<file path="src/rtl/bpl_pkg.sv">
package bpl_pkg;
  localparam int SLOT_W = 5;
  localparam int CSEL_W = 6;
  localparam int REG_W  = 5;
  localparam int ADDR_W = SLOT_W + CSEL_W + REG_W;
  localparam logic [SLOT_W-1:0] ALL_SLOTS = '1;

  function automatic logic [SLOT_W-1:0] slot_of(input logic [ADDR_W-1:0] a);
    return a[ADDR_W-1 -: SLOT_W];
  endfunction

  function automatic logic [CSEL_W-1:0] csel_of(input logic [ADDR_W-1:0] a);
    return a[REG_W +: CSEL_W];
  endfunction

  function automatic logic [REG_W-1:0] reg_of(input logic [ADDR_W-1:0] a);
    return a[REG_W-1:0];
  endfunction

  // true when bit 'pos' of the select field is set (pos beyond field -> false)
  function automatic logic sel_mine(input logic [CSEL_W-1:0] s, input logic [2:0] pos);
    return ((s >> pos) & CSEL_W'(1)) != '0;
  endfunction
endpackage

</file>
<file path="src/rtl/bpl_addr_decode.sv">
module bpl_addr_decode
  import bpl_pkg::*;
(
  input  logic              bus_stb,
  input  logic              bus_we,
  input  logic [ADDR_W-1:0] bus_addr,
  input  logic [SLOT_W-1:0] slot_id,
  input  logic [2:0]        chip_idx,
  output logic              wr_hit,
  output logic              rd_hit,
  output logic [REG_W-1:0]  reg_idx
);
  logic [SLOT_W-1:0] slot_f;
  logic [CSEL_W-1:0] csel_f;
  logic slot_exact, slot_any, mine, single;

  always_comb begin
    slot_f     = slot_of(bus_addr);
    csel_f     = csel_of(bus_addr);
    reg_idx    = reg_of(bus_addr);
    slot_exact = (slot_f == slot_id);
    slot_any   = slot_exact || (slot_f == ALL_SLOTS);
    mine       = sel_mine(csel_f, chip_idx);
    single     = ($countones(csel_f) == 1);
    wr_hit     = bus_stb && bus_we && slot_any && mine;
    rd_hit     = bus_stb && !bus_we && slot_exact && mine && single;
  end
endmodule

</file>
<file path="src/rtl/bpl_cfg_bank.sv">
module bpl_cfg_bank
  import bpl_pkg::*;
#(
  parameter int DATA_W  = 64,
  parameter int NUM_CFG = 4
) (
  input  logic                      clk,
  input  logic                      rst_n,
  input  logic                      wr_hit,
  input  logic [REG_W-1:0]          reg_idx,
  input  logic [DATA_W-1:0]         wdata,
  output logic [NUM_CFG*DATA_W-1:0] cfg_flat
);
  logic [NUM_CFG-1:0] we_vec;

  for (genvar g = 0; g < NUM_CFG; g++) begin : g_reg
    logic [DATA_W-1:0] q;
    assign we_vec[g] = wr_hit && (reg_idx == REG_W'(g));

    always_ff @(posedge clk) begin
      if (!rst_n)        q <= '0;
      else if (we_vec[g]) q <= wdata;
    end
    assign cfg_flat[g*DATA_W +: DATA_W] = q;


    wr_lands_chk: assert property (@(posedge clk) disable iff (!rst_n)
      we_vec[g] |=> q == $past(wdata));
  end


  one_target_chk: assert property (@(posedge clk) disable iff (!rst_n)
    $onehot0(we_vec));
endmodule

</file>
<file path="src/rtl/bpl_read_port.sv">
module bpl_read_port
  import bpl_pkg::*;
#(
  parameter int DATA_W     = 64,
  parameter int NUM_CFG    = 4,
  parameter int RESULT_IDX = 16
) (
  input  logic                      clk,
  input  logic                      rst_n,
  input  logic                      rd_hit,
  input  logic [REG_W-1:0]          reg_idx,
  input  logic [NUM_CFG*DATA_W-1:0] cfg_flat,
  input  logic [DATA_W-1:0]         core_result,
  output logic [DATA_W-1:0]         rd_data,
  output logic                      rd_oe
);
  logic [DATA_W-1:0] sel_word;

  always_comb begin
    sel_word = '0;
    for (int i = 0; i < NUM_CFG; i++)
      if (reg_idx == REG_W'(i)) sel_word = cfg_flat[i*DATA_W +: DATA_W];
    if (reg_idx == REG_W'(RESULT_IDX)) sel_word = core_result;
  end

  always_ff @(posedge clk) begin
    if (!rst_n) begin
      rd_data <= '0;
      rd_oe   <= 1'b0;
    end else begin
      rd_oe   <= rd_hit;
      rd_data <= rd_hit ? sel_word : '0;
    end
  end


  result_path_chk: assert property (@(posedge clk) disable iff (!rst_n)
    rd_hit && reg_idx == REG_W'(RESULT_IDX) |=> rd_data == $past(core_result));
endmodule

</file>
<file path="src/rtl/bpl_slave_port.sv">
module bpl_slave_port
  import bpl_pkg::*;
#(
  parameter int DATA_W     = 64,
  parameter int NUM_CFG    = 4,
  parameter int RESULT_IDX = 16
) (
  input  logic                      clk,
  input  logic                      rst_n,
  input  logic [SLOT_W-1:0]         slot_id,
  input  logic [2:0]                chip_idx,
  input  logic                      bus_stb,
  input  logic                      bus_we,
  input  logic [ADDR_W-1:0]         bus_addr,
  input  logic [DATA_W-1:0]         bus_din,
  input  logic [DATA_W-1:0]         core_result,
  output logic [DATA_W-1:0]         bus_dout,
  output logic                      bus_doe,
  output logic [NUM_CFG*DATA_W-1:0] cfg_q
);
  logic             wr_hit, rd_hit;
  logic [REG_W-1:0] reg_idx;

  bpl_addr_decode u_dec (
    .bus_stb(bus_stb), .bus_we(bus_we), .bus_addr(bus_addr),
    .slot_id(slot_id), .chip_idx(chip_idx),
    .wr_hit(wr_hit), .rd_hit(rd_hit), .reg_idx(reg_idx)
  );

  bpl_cfg_bank #(.DATA_W(DATA_W), .NUM_CFG(NUM_CFG)) u_bank (
    .clk(clk), .rst_n(rst_n), .wr_hit(wr_hit), .reg_idx(reg_idx),
    .wdata(bus_din), .cfg_flat(cfg_q)
  );

  bpl_read_port #(.DATA_W(DATA_W), .NUM_CFG(NUM_CFG), .RESULT_IDX(RESULT_IDX)) u_rd (
    .clk(clk), .rst_n(rst_n), .rd_hit(rd_hit), .reg_idx(reg_idx),
    .cfg_flat(cfg_q), .core_result(core_result),
    .rd_data(bus_dout), .rd_oe(bus_doe)
  );


  idle_stable_chk: assert property (@(posedge clk) disable iff (!rst_n)
    !(bus_stb && bus_we) |=> $stable(cfg_q));


  oe_after_read_chk: assert property (@(posedge clk) disable iff (!rst_n)
    bus_doe |-> $past(bus_stb && !bus_we));


  no_multi_read_chk: assert property (@(posedge clk) disable iff (!rst_n)
    bus_stb && !bus_we && ($countones(csel_of(bus_addr)) != 1 ||
                           slot_of(bus_addr) == ALL_SLOTS) |=> !bus_doe);


  empty_reg_zero_chk: assert property (@(posedge clk) disable iff (!rst_n)
    rd_hit && reg_idx >= REG_W'(NUM_CFG) && reg_idx != REG_W'(RESULT_IDX)
    |=> bus_doe && bus_dout == '0);


  foreign_read_chk: assert property (@(posedge clk) disable iff (!rst_n)
    bus_stb && !sel_mine(csel_of(bus_addr), chip_idx) |=> !bus_doe);
endmodule

</file>
<file path="config.mk">
export PLATFORM = sky130hd
export DESIGN_NAME = bpl_slave_port
export DESIGN_NICKNAME = d
export VERILOG_FILES = /design/src/rtl/bpl_pkg.sv /design/src/rtl/bpl_addr_decode.sv /design/src/rtl/bpl_cfg_bank.sv /design/src/rtl/bpl_read_port.sv /design/src/rtl/bpl_slave_port.sv
export SDC_FILE = /design/constraint.sdc
export NUM_CORES = 1
export LEC_CHECK = 0
export BUFFER_PORTS_ARGS = -buffer_cell sky130_fd_sc_hd__buf_2
export CORE_AREA = 5 5 184 186
export DETAILED_ROUTE_END_ITERATION = 6
export DIE_AREA = 0 0 189 191
export PLACE_DENSITY = 0.83
export SETUP_SLACK_MARGIN = 0.02
export SKIP_LAST_GASP = 1
export SLEW_MARGIN = 25
export SYNTH_ARGS = -nofsm -noshare
export SYNTH_HDL_FRONTEND = slang
export SYNTH_HIERARCHICAL = 1
export SYNTH_SLANG_ARGS = --single-unit
</file>
<file path="constraint.sdc">
create_clock -name clk -period 4.07 [get_ports clk]
set_clock_uncertainty 0.05 [all_clocks]
set_input_delay 0.814 -clock clk [delete_from_list [all_inputs] [get_ports clk]]
set_output_delay 0.814 -clock clk [all_outputs]
set_load 0.02 [all_outputs]
</file>
======== After elaboration in Yosys (flattened, before gate mapping) ========
Cells that the tools add are included.
operators by class
  reductions and logical operators ........ 15
  muxes and demuxes ....................... 5
  add/subtract/negate cells ............... 5
  shift-type cells ........................ 1
  equal/unequal tests ..................... 7
operator list
  kind                                                  count
  2-to-1 mux 64 bit                                     5
  adder 32 bit                                          2
  equality test 32 x 2 -> 1 bit, second input constant  1
  logical AND 1 bit                                     11
  equality test 5 x 2 -> 1 bit, second input constant   2
  equality test 5 bit, second input constant            2
  adder 1 x 1 -> 2 bit                                  3
  >> shifter 6 x 3 -> 1 bit                             1
  equality test 5 x 1 -> 1 bit, second input constant   1
  equality test 5 bit                                   1
  logical NOT 5 bit                                     1
  AND reduction 2 bit                                   1
  logical NOT 1 bit                                     1
  logical OR 1 bit                                      1
storage, ports and cells
  input bits .............................. 156
  logic and storage cells ................. 39
  bits in registers ....................... 321
  output and inout bits ................... 321

======== Depth between registers and ports, before layout ========
  depth after elaboration ................. 6
  mapped depth ............................ 12
  gate-level depth less buffers ........... 11

======== Cells and area by module ========
The synthesis kept the hierarchy.
modules (own cells, without submodules)
  module           instances  seq. area each (sq um)  cells an instance  area an instance (sq um)
  bpl_cfg_bank     1          5124.9                  901                9399.0
  bpl_read_port    1          1301.2                  285                3653.5
  bpl_addr_decode  1          0.0                     35                 282.8

======== Least setup slack after synthesis ========
No wires, ideal clock.
  path type ............................... input-to-reg
  start point ............................. input bus_addr[5]
  end point ............................... register u_rd.rd_data[10]
  setup slack ............................. 0.031 ns
  arrival ................................. 3.928 ns
  stages on the path ...................... 12
  library setup time ...................... 0.061 ns
  buffers on the path ..................... 1
  required time ........................... 3.959 ns
  cell sequence ........................... inv_1 fa_1 fa_1 inv_1 ha_1 fa_1 nor4b_1 and3_1 nand2_1 nor4_2 clkbuf_1 a32o_1
on the way
  cells in the longest elaborated chain, start to end .. 6
  elaborated cells between the ends (all ways) .. 8
  classes of those cells .................. add/sub (3); eq/ne (1); shift (1); reduce/logical (3)
ends and longest elaborated chain
  element                                          RTL line               RTL
  start, declared                                  bpl_slave_port.sv:14   input logic [ADDR_W-1:0] bus_addr,
  adder 1 x 1 -> 2 bit (implied by the code)       bpl_addr_decode.sv:24  single = ($countones(csel_f) == 1);
  adder 32 bit (implied by the code) (2 in a row)  bpl_addr_decode.sv:24
  equality test 32 x 2 -> 1 bit                    bpl_addr_decode.sv:24
  logical AND 1 bit (*)                            bpl_addr_decode.sv:26  rd_hit = bus_stb && !bus_we && slot_exact && mine && single;
  named net rd_hit                                 bpl_slave_port.sv:21   logic wr_hit, rd_hit;
  AND reduction 2 bit (no source line) (*)         --
  end signal, assigned                             bpl_read_port.sv:32    rd_data <= rd_hit ? sel_word : '0;
  end, declared                                    bpl_read_port.sv:14    output logic [DATA_W-1:0] rd_data,
Mark *: on every way through the listed nets, which the timed path passes. The rest lies on a longest branch.
A chain may end at the register's enable or synchronous reset.

======== Final worst setup path ========
  start point ............................. input bus_addr[5]
  end point ............................... register u_rd.rd_data[17]
The elaborated chain is that of the path after synthesis.

==> results by group <==
Critical path
  – Crit path capture type: register
  – Setup Crit Path Kind: in2reg
  – Worst path required time: 4460 ps
  – CP Max Fanout: 32
  – Crit start category: primary input
  – Critical path arrival: 4120 ps

Place
  – Place WS: -153 ps
  – GPL Wtd Cong: 0.857
  – Final HPWL DP: 30900 um
  – Port Buf Inserts: 476

CTS
  – Clk slew on worst S/H paths: 60 ps
  – Max Root-Sink Buffers: 3
  – Clock Latency Late Sink: 500 ps
  – Root Buffer: clkbuf_16
  – Hold_buf cts: 0
  – CTS sink count: 321
  – Postcts setup bufs: 0
  – Cts bufs inserted: 36
  – CTS tree: done
  – CTS H-tree lvls: 2
  – Post-CTS Resized: 0

Finish
  – Fin util: 0.529
  – Share of cells above drive strength 1: 0.362
  – Post-layout nets: 1814
  – Multi-input logic area: 0.00621 sq mm
  – Layout area overhead: 27.4%
  – Filler cell count: 2755
  – Storage element area: 0.00643 sq mm

STA
  – Tmin final: 3730 ps
  – Relative slew slack: 0.311
  – Peak Freq: 268 MHz
  – Setup ws final: 338 ps
  – Fin. Hold Viols: 0
  – Final TNS setup: 0 ps
  – Tcrit/Tclk final: 0.917
  – RSZ-0062 raised after global routing: false
  – Final setup viols: 0
  – Measured slew at the worst slew-check pin: 1030 ps
  – Number of max-slew violations in the final report: 0

Synth
  – Share of the synthesized area in the top cell type: 0.482
  – Post-Synth Simple-Gate Area: 0.111
  – Synth Area in Compound Gates: 0.0543
  – Fraction of synthesized area in multiplexers: 0.290
  – Mean Syn Cell Area: 10.9 sq um
  – Sequential area share after synthesis: 0.482
  – Main combinational cell family by area after synthesis: multiplexers
  – Synth warnings: 6
  – Mapped Cells: 1221
  – Synth Area in Adders: 0.00544
  – Synth cell types: 33
  – Synth Register Bits: 321
  – Syn_nets: 1381
  – Netlist Area Pre-Place: 0.0133 sq mm
  – Cell accounting for the most synthesized area: dfxtp_1
  – Synth top area cells: dfxtp_1 (48%), mux2i_1 (20%), nand2_1 (9.1%)
  – XOR/XNOR Fraction of Synth Area: 0.00328

Pwr
  – Pwr per Cell Area: 389 mW/mm^2
  – Leakage: 8.85 nW
  – Peak supply drop: 0.000391 V
  – Tot Pwr: 6.62 mW

Global routing
  – Global-route wire length before repair: 66200 um
  – GR Util All Layers: 0.228
  – Initial antenna violation count: 4
  – Met1 Track Usage GR: 0.256
  – Total gr overflow: 0
  – Vias in the first global route: 12000
  – Largest net degree at the start of global routing: 158
  – Gr busiest metal: met2
  – Met3 GRT Util: 0.0670
  – Met2 Usage GRT: 0.396

Route
  – Routed vias/inst: 5.41
  – DR WL/cell: 20.9 um
  – Routed wire length: 43500 um
  – Post-route ant nets: 0
  – Number of DRC markers in iteration 0: 672
  – Total iterations of the first detailed-routing run: 5
  – Drc violations: 0
  – Via count: 11300

Flow run
  – Max Cap Violations: 0

Floorplanning
  – Core area: 0.0321 sq mm
  – Die area: 0.0361 sq mm
  – Num rows: 66
  – Die Ht: 191 um
  – Starting density of the core: 0.415
  – Die W: 189 um
  – Ports: 477

Outcome
  – Status: finished, final reports clean

Min path
  – Worst Hold Class: reg2reg
[synth_stat cells (all sizes together)]
cell and n:
or3b 1, dfxtp 321, buf 53, xnor2 3, o31ai 1, ha 1, a22o 51, inv 9
xor2 2, o211a 1, o21ai 26, and3 2, nand2 324, nand3b 3, nand3 15, fa 3
and2 1, nor4b 2, clkbuf 48, nor4 2, mux4 52, nor2 16, a32o 13, mux2i 270
nor3 1
[cell families after synthesis]
family | after synthesis
and+or+nand+nor | 367
muxes | 322
DFF | 321
buffers and inverters | 110
AOI/OAI and AO/OA | 92
xor gates and xnor gates | 5
adders and majority gates | 4
[power breakdown]
group | total (mW) | switching, mW | internal [mW]
Clock | 3.16 | 1.24 | 1.91
Combinational | 0.316 | 0.197 | 0.118
Sequential | 3.14 | 0.000384 | 3.14
[final timing paths]
kind	from	endpoint	slack, ps	cells past startpoint
worst min register to register	u_bank/g_reg[2].q[10]	u_bank/g_reg[2].q[10]	420	2
worst min-delay path	u_bank/g_reg[2].q[10]	u_bank/g_reg[2].q[10]	420	2
worst max register to register	u_bank/g_reg[0].q[59]	u_rd/rd_data[59]	2840	2
worst max-delay path	bus_addr[5]	u_rd/rd_data[17]	340	13
[cells in the final DEF, fill, tap and decap left out, types with 6 or more instances in the layout]
master / netlist / routed
mux2i_1: 270 / 270
nand2_1: 323 / 323
a22o_1: 51 / 51
nand3_1: 15 / 15
buf_2: 12 / 473
buf_12: 0 / 9
dfxtp_1: 321 / 321
clkbuf_8: 0 / 7
o21ai_0: 20 / 20
mux4_2: 52 / 52
clkbuf_1: 48 / 9
buf_4: 9 / 13
a32o_1: 13 / 13
inv_1: 9 / 9
nor2_1: 16 / 15
o21ai_1: 6 / 6
clkbuf_16: 0 / 37
[critical path, stage by stage]
cell     delay [ps]
buf_2            90
inv_1            50
fa_1            490
fa_1            490
inv_1            40
ha_1            180
fa_1            430
nor4b_1         270
and3_1          210
nand2_1         150
nor4_4          410
buf_12          250
a22o_1          190
[registers in the layout, summed over array words and instances, names as in the netlist]
register      flops
u_rd/rd_data     64
u_bank/g.q      256
u_rd/rd_oe        1
[layer usage]
| metal | wire, um | part of all wire | vias up |
|---|---|---|---|
| li1 | - | - | 5120 |
| met3 | 3990 | 0.092 | 142 |
| met2 | 21300 | 0.49 | 591 |
| met4 | 2060 | 0.047 | 4 |
| met1 | 16100 | 0.37 | 5423 |
| met5 | 21 | 0.00048 | - |
[cell type report]
class | count | area share
repair buffers | 496 | 0.157
inverters | 9 | 0.00199
well taps | 408 | 0.0300
multi-input cells | 790 | 0.366
clock inverters | 7 | 0.00530
flip-flops and latches | 321 | 0.378
clock buffers | 53 | 0.0621
diodes | 2 | 0.000294
[metrics by stage]
stage,hold WS [ps],cells,instance area (sq um)
global route,442,2086,17000
floorplan,492,1221,13300
detailed placement,412,2024,15800
CTS,419,2084,17000
global placement,402,2024,15800
finish,419,2086,17000
No activity file was read; power rests on OpenSTA's default activity.
